==> src/rtl/ffs_pkg.sv <==
package ffs_pkg;
    typedef enum logic [1:0] {
        FS_CLEAR = 2'd0,
        FS_SET   = 2'd1,
        FS_ARMED = 2'd2
    } flag_state_t;
endpackage

==> src/rtl/ffs_fault_qualify.sv <==
module ffs_fault_qualify #(
    parameter int N_IN = 4
) (
    input  logic            ctl_en_i,
    input  logic [N_IN-1:0] in_en_i,
    input  logic [N_IN-1:0] lvl_i,
    output logic [N_IN-1:0] hit_o,
    output logic            any_hit_o
);
    always_comb begin
        hit_o     = {N_IN{ctl_en_i}} & in_en_i & lvl_i;
        any_hit_o = |hit_o;
    end
endmodule

==> src/rtl/ffs_flag_fsm.sv <==
module ffs_flag_fsm
    import ffs_pkg::*;
(
    input  logic clk,
    input  logic rst,
    input  logic set_i,
    input  logic rd_i,
    input  logic wr_i,
    input  logic wr_bit_i,
    input  logic purge_i,
    output logic flag_o,
    output logic release_o
);
    flag_state_t state_q, state_d;

    always_ff @(posedge clk) begin
        if (rst) state_q <= FS_CLEAR;
        else     state_q <= state_d;
    end

    always_comb begin
        state_d = state_q;
        if (purge_i) begin
            state_d = FS_CLEAR;
        end else begin
            unique case (state_q)
                FS_CLEAR: if (set_i) state_d = FS_SET;
                FS_SET: begin
                    if (set_i)     state_d = FS_SET;
                    else if (wr_i) state_d = FS_SET;
                    else if (rd_i) state_d = FS_ARMED;
                end
                FS_ARMED: begin
                    if (set_i)                  state_d = FS_SET;
                    else if (wr_i && !wr_bit_i) state_d = FS_CLEAR;
                end
                default: state_d = FS_CLEAR;
            endcase
        end
    end

    always_comb begin
        flag_o    = (state_q != FS_CLEAR);
        release_o = (state_q == FS_ARMED) && !set_i && wr_i && !wr_bit_i;
    end
endmodule

==> src/rtl/fault_flag_status.sv <==
module fault_flag_status #(
    parameter int N_IN = 4
) (
    input  logic            clk,
    input  logic            rst,
    input  logic            fault_ctl_en,
    input  logic [N_IN-1:0] fault_in_en,
    input  logic [N_IN-1:0] fault_lvl,
    input  logic            rd_stb,
    input  logic            wr_stb,
    input  logic [N_IN:0]   wr_data,
    output logic [N_IN-1:0] flag,
    output logic            any_flag,
    output logic [N_IN:0]   rd_data
);
    localparam int ANY_BIT = N_IN;

    logic [N_IN-1:0] hit;
    logic            any_hit;
    logic            any_release;
    logic [N_IN-1:0] in_release;

    ffs_fault_qualify #(.N_IN(N_IN)) u_qual (
        .ctl_en_i (fault_ctl_en),
        .in_en_i  (fault_in_en),
        .lvl_i    (fault_lvl),
        .hit_o    (hit),
        .any_hit_o(any_hit)
    );

    ffs_flag_fsm u_any (
        .clk      (clk),
        .rst      (rst),
        .set_i    (any_hit),
        .rd_i     (rd_stb),
        .wr_i     (wr_stb),
        .wr_bit_i (wr_data[ANY_BIT]),
        .purge_i  (1'b0),
        .flag_o   (any_flag),
        .release_o(any_release)
    );

    for (genvar g = 0; g < N_IN; g++) begin : g_in
        ffs_flag_fsm u_flag (
            .clk      (clk),
            .rst      (rst),
            .set_i    (hit[g]),
            .rd_i     (rd_stb),
            .wr_i     (wr_stb),
            .wr_bit_i (wr_data[g]),
            .purge_i  (any_release),
            .flag_o   (flag[g]),
            .release_o(in_release[g])
        );
    end

    always_comb rd_data = {any_flag, flag};
endmodule

==> config.mk <==
export PLATFORM = sky130hd
export DESIGN_NAME = fault_flag_status
export DESIGN_NICKNAME = d
export VERILOG_FILES = /design/src/rtl/ffs_pkg.sv /design/src/rtl/ffs_fault_qualify.sv /design/src/rtl/ffs_flag_fsm.sv /design/src/rtl/fault_flag_status.sv
export SDC_FILE = /design/constraint.sdc
export NUM_CORES = 1
export LEC_CHECK = 0
export ABC_AREA = 1
export BUFFER_PORTS_ARGS = -buffer_cell sky130_fd_sc_hd__buf_2
export CELL_PAD_IN_SITES_DETAIL_PLACEMENT = 2
export CELL_PAD_IN_SITES_GLOBAL_PLACEMENT = 2
export CORE_MARGIN = 5
export CORE_UTILIZATION = 26
export CTS_CLUSTER_SIZE = 12
export DETAILED_ROUTE_END_ITERATION = 8
export PLACE_DENSITY_LB_ADDON = 0.1
export SYNTH_ARGS = -nofsm -noshare
export SYNTH_HDL_FRONTEND = slang
export SYNTH_SLANG_ARGS = --single-unit
==> constraint.sdc <==
create_clock -name clk -period 2.85 [get_ports clk]
set_input_delay 0 -clock clk [delete_from_list [all_inputs] [get_ports clk]]
set_output_delay 0 -clock clk [all_outputs]
set_load 0.005 [all_outputs]
; Word-level counts from Yosys, hierarchy flattened
; Index checks and enable logic that the tools add are counted.
[totals]
regBits = 10
inputBits = 18
output_inout_bits = 10
elab_cells = 90
[classes]
eq_ne = 25
muxes = 27
n_bitwise = 2
reduce_logical = 31
[ops]
columns = operator, n
row1 = $mux 2, 22
row2 = $pmux 2 s3, 5
row3 = $ne 4x4->1 const B, 4
row4 = $reduce_and 3->1, 5
row5 = $ne 3x2->1 const B, 4
row6 = $eq 2x1->1 const B, 5
row7 = $eq 2x2->1 const B, 5
row8 = $logic_not 2->1, 5
row9 = $reduce_bool 2->1, 5
row10 = $and 4x4->4, 2
row11 = $logic_and 1x1->1, 8
row12 = $ne 2x2->1 const B, 4
row13 = $logic_not 1->1, 6
row14 = $ne 4x3->1 const B, 1
row15 = $reduce_or 4->1, 1
row16 = $ne 3x1->1 const B, 1
row17 = $ne 2x1->1 const B, 1
row18 = $reduce_or 2->1, 1

; Depth between registers and ports, before layout
[depth]
ltp_word = 8
ltp_mapped = 7

; Hierarchy
; A second synthesis with hierarchy kept.
[hier_totals]
hier_cells = 129
hier_area_um2 = 839.6
[by_module_without_submodules]
columns = mod, n_inst, cells_each, area_each_um2, seq_area_each_um2
row1 = ffs_flag_fsm, 5, 22, 148.9, 40.0
row2 = ffs_fault_qualify, 1, 13, 53.8, 0.0
row3 = fault_flag_status, 1, 6, 41.3, 0.0

; Worst setup path before layout
; OpenSTA, ideal clock, no wires.
[synth_path]
path_kind = register to register
startpoint = register u_any.state_q[1]
endpoint = register g_in[0].u_flag.state_q[0]
setup_time_ps = 121
t_arrival_ps = 855
path_slack_ps = 1874
path_stages_with_launch = 6
n_path_buf = 0
period_less_slack_ps = 976
cell_sequence = dfxtp_1 -> inv_1 -> nor2_1 -> nand2_1 -> o21ai_4 -> nor2_1
[synth_between]
elab_chain_len = 5
[synth_lines]
columns = item, line
row1 = start: declaration, ffs_flag_fsm.sv:14  ; flag_state_t state_q, state_d;
row2 = start signal: assignment, ffs_flag_fsm.sv:18  ; else state_q <= state_d;
row3 = $eq 2x2->1, ffs_flag_fsm.sv:44  ; release_o = (state_q == FS_ARMED) && !set_i && wr_i && !wr_bit_i;
row4 = $logic_and 1x1->1 (3 in a row), ffs_flag_fsm.sv:44
row5 = $reduce_or 2->1 (no line), -
row6 = end signal: assignment, ffs_flag_fsm.sv:18
row7 = end: declaration, ffs_flag_fsm.sv:14
; No other way between the ends.
; A chain may end at the register's enable or synchronous reset.

; Worst setup path in the final report
[layout_path]
startpoint = register u_any.state_q[1]
endpoint = register g_in[2].u_flag.state_q[0]
[layout_between]
elab_chain_len = 5
[layout_lines]
columns = item, line
row1 = $eq 2x2->1, ffs_flag_fsm.sv:44
row2 = $logic_and 1x1->1 (3 in a row), ffs_flag_fsm.sv:44
row3 = $reduce_or 2->1 (no line), -
row4 = end signal: assignment, ffs_flag_fsm.sv:18
row5 = end: declaration, ffs_flag_fsm.sv:14
; No other way between the ends.

==> run_results.csv <==
group,metric,value,unit
logic_synthesis,synthTopCellsByArea,"dfxtp_1 28%, buf_4 10%, nor2_1 8.9%",
cts,cts_buffer_depth,2,
grt,grt-ovfl-total,0,
critical_path,cp.required,3000,ps
power_and_ir_drop,powerDensity,454,mW/mm^2
timing,slew_viol_final,0,
worst_hold_path,hp-start,"rd_stb",
cells_and_area,final_util,0.320,
cts,clk_root_buffer_cell,"clkbuf_4",
cells_and_area,drive_above_1_share,0.357,
cts,cts_resized,0,
cells_and_area,nets,145,
cells_and_area,area_growth,20.3,%
timing,tns,0,ps
cts,clkSinkCount,10,
critical_path,crit_path_end_kind,"flop",
detailed_routing,route.detailed.wl_per_inst,13.8,microns
place,place_ws,1660,ps
timing,hold_viol_final,0,
critical_path,r2r_start,"u_any.state_q[1]",
floorplan,fp.dieW,62.5,microns
grt,grt_antenna_before_repair,0,
critical_path,cp_slowest_cell,"dfxtp_1",
critical_path,startpoint_type,"flop",
flow_run,cap_violations,0,
critical_path,r2r_cells,5,
timing,max_freq,854,MHz
logic_synthesis,synthCells,104,
grt,grt_pass1_vias,844,
detailed_routing,drtIter0Drc,15,
detailed_routing,num_vias,758,
logic_synthesis,synth_top_area_frac,0.280,
critical_path,critPathArrivalTime,1320,ps
logic_synthesis,synth-seq-cells,10,
cells_and_area,layout.area.seq,200,sq um
place,io_buffers,27,
logic_synthesis,yosys.area.top_type,"dfxtp_1",
floorplan,die_y,62.5,microns
grt,grt_use_total,0.121,
timing,period_minus_slack,1170,ps
cts,clk_pin_slew_worst_paths,80,ps
floorplan,initial_core_util,0.266,
cts,cts_tree,"built",
cells_and_area,multiInputGateArea,403,sq um
timing,worst_pin_slew,338,ps
logic_synthesis,synth_nets,122,
timing,setup-violations-final,0,
cells_and_area,fill_cells,351,
power_and_ir_drop,total_power,391,uW
grt,grt_start_max_net_pins,12,
place,hpwlAfterDp,1750,microns
place,place.gp.congestion,0.746,
worst_hold_path,hold_end,"g_in[3].u_flag.state_q[1]",
logic_synthesis,yosysSeqAreaShare,0.280,
cts,htreeDepth,1,
cts,cts_made_buffers,3,
critical_path,rr_endpoint,"g_in[2].u_flag.state_q[0]",
cells_and_area,num_antenna_cells,0,
grt,grt_pass1_wl,3830,microns
detailed_routing,drcViolationCount,0,
floorplan,ioPinCount,28,
floorplan,core.rowCount,19,
timing,fin_crit_sh,0.411,
detailed_routing,vias_per_cell,4.83,
critical_path,cpMostUsedCell,"nor2_1",
power_and_ir_drop,peakVddDrop,0.178,mV
critical_path,path_delay_family,"flip-flops",
logic_synthesis,yosysUniqueCellTypes,19,
timing,rsz0062_at_grt,"false",
critical_path,cp_max_fo,8,
critical_path,path_cells,"inv_1 > nor2_1 > nand2_1 > o21ai_4 > nor2_1",
detailed_routing,postRouteAntennaNets,0,
timing,slew_headroom,0.774,
worst_hold_path,hold_depth,3,
detailed_routing,drt_pre_antenna_iters,2,
logic_synthesis,ys_warn_count,0,
critical_path,path_class,"reg -> reg",
detailed_routing,drt_wl_total,2170,microns
power_and_ir_drop,power.leakage,0.418,nW
worst_hold_path,holdCritPathClass,"in -> reg",
outcome,status,"finished, final reports clean",
floorplan,dieArea,0.00390,sq mm
critical_path,rrSetupSlack,1680,ps
cts,clkLatencyLatePin,270,ps
timing,worst_slack,1680,ps
logic_synthesis,synth_area_per_cell,6.88,sq um
timing,worst_clock_skew,4.08,ps
logic_synthesis,netlist_area,716,sq um
critical_path,crit_buf_inv,1,
critical_path,critPathMaxStageDelay,370,ps
floorplan,core_area,0.00269,sq mm
[worst reg2reg max path, delay by kind of cell, from the launching register on]
kind / cells / cell delay (ps)
flip-flops: 1 / 370
AND/OR/NAND/NOR: 3 / 290
AO/OA/AOI/OAI: 1 / 290
buffers and inverters: 1 / 90
[power breakdown]
group	leakage, nW	total, mW	internal (mW)	switching [mW]
logic	0.315	0.102	0.0420	0.0599
clock network	0.0210	0.135	0.0776	0.0572
registers	0.0815	0.154	0.148	0.00639
[sequential cells by signal, indices dropped and copies added, names as in the netlist]
signal               flops
g_in.u_flag.state_q      8
u_any.state_q            2
[cell families (layout without fill, tap and decap cells)]
family	Yosys count	after routing	synth area share
flip-flops	10	10	0.280
AO/OA/AOI/OAI	19	19	0.182
buffers and inverters	20	42	0.157
AND/OR/NAND/NOR	55	55	0.381
[through the flow]
step           cell area (sq um)  hold WS [ps]  instances
2_1_floorplan                716          69.1        104
3_3_place_gp                 815           173        152
3_5_place_dp                 815           187        152
4_1_cts                      861          40.1        157
5_1_grt                      861          78.3        157
6_report                     861          47.6        157
[metal layers]
layer,part of all wire,GRT usage,wire length (microns),up-vias
met5,0,0,0,-
met4,0.0083,0.0477,18,0
met3,0.055,0.0378,120,2
met2,0.48,0.196,1050,20
met1,0.45,0.147,984,353
li1,-,-,-,383
[layout make-up]
type / instances / share of cell area
Multi-Input combinational cell: 74 / 0.468
Sequential cell: 10 / 0.233
Timing Repair Buffer: 28 / 0.169
Tap cell: 31 / 0.0451
Inverter: 10 / 0.0436
Clock buffer: 4 / 0.0422
[how the worst max path moves through the flow]
| stage | start | depth (start not counted) | slack (ps) | end |
|---|---|---|---|---|
| 4_1_cts | u_any.state_q[1] | 5 | 1650 | g_in[2].u_flag.state_q[0] |
| 3_3_place_gp | u_any.state_q[1] | 5 | 1660 | g_in[2].u_flag.state_q[0] |
| 5_1_grt | u_any.state_q[1] | 5 | 1520 | g_in[2].u_flag.state_q[1] |
| 3_5_place_dp | u_any.state_q[1] | 5 | 1660 | g_in[2].u_flag.state_q[0] |
| 6_report | u_any.state_q[1] | 5 | 1680 | g_in[2].u_flag.state_q[0] |
| 2_1_floorplan | u_any.state_q[1] | 5 | 1870 | g_in[0].u_flag.state_q[0] |
[repair_timing]
action / CTS / global route
hold buffers: 1 / 0
endpoints found under the hold margin: 1 / 0
buffers inserted: 0 / 0
[synthesized netlist by cell type]
| cell | instances |
|---|---|
| inv_1 | 10 |
| nand3_2 | 5 |
| nor2_4 | 1 |
| nor3_1 | 1 |
| o211ai_1 | 2 |
| a41oi_1 | 2 |
| a31oi_1 | 3 |
| a21oi_2 | 1 |
| o21ai_0 | 5 |
| nand2_1 | 16 |
| nand3_1 | 9 |
| o2111ai_1 | 1 |
| a21oi_1 | 4 |
| nand2_2 | 3 |
| or2_2 | 3 |
| o21ai_4 | 1 |
| nor2_1 | 17 |
| dfxtp_1 | 10 |
| buf_4 | 10 |
[cell usage in the layout, fill, tap and decap left out, types with 3 or more instances in the layout]
cell type,count
nand2_2,3
o21ai_0,5
nand2_1,16
nand3_1,9
nand3_2,5
a21oi_1,4
buf_2,27
nor2_1,17
or2_2,3
clkbuf_4,3
dfxtp_1,10
inv_1,10
a31oi_1,3
(Power assumes the default switching activity.)
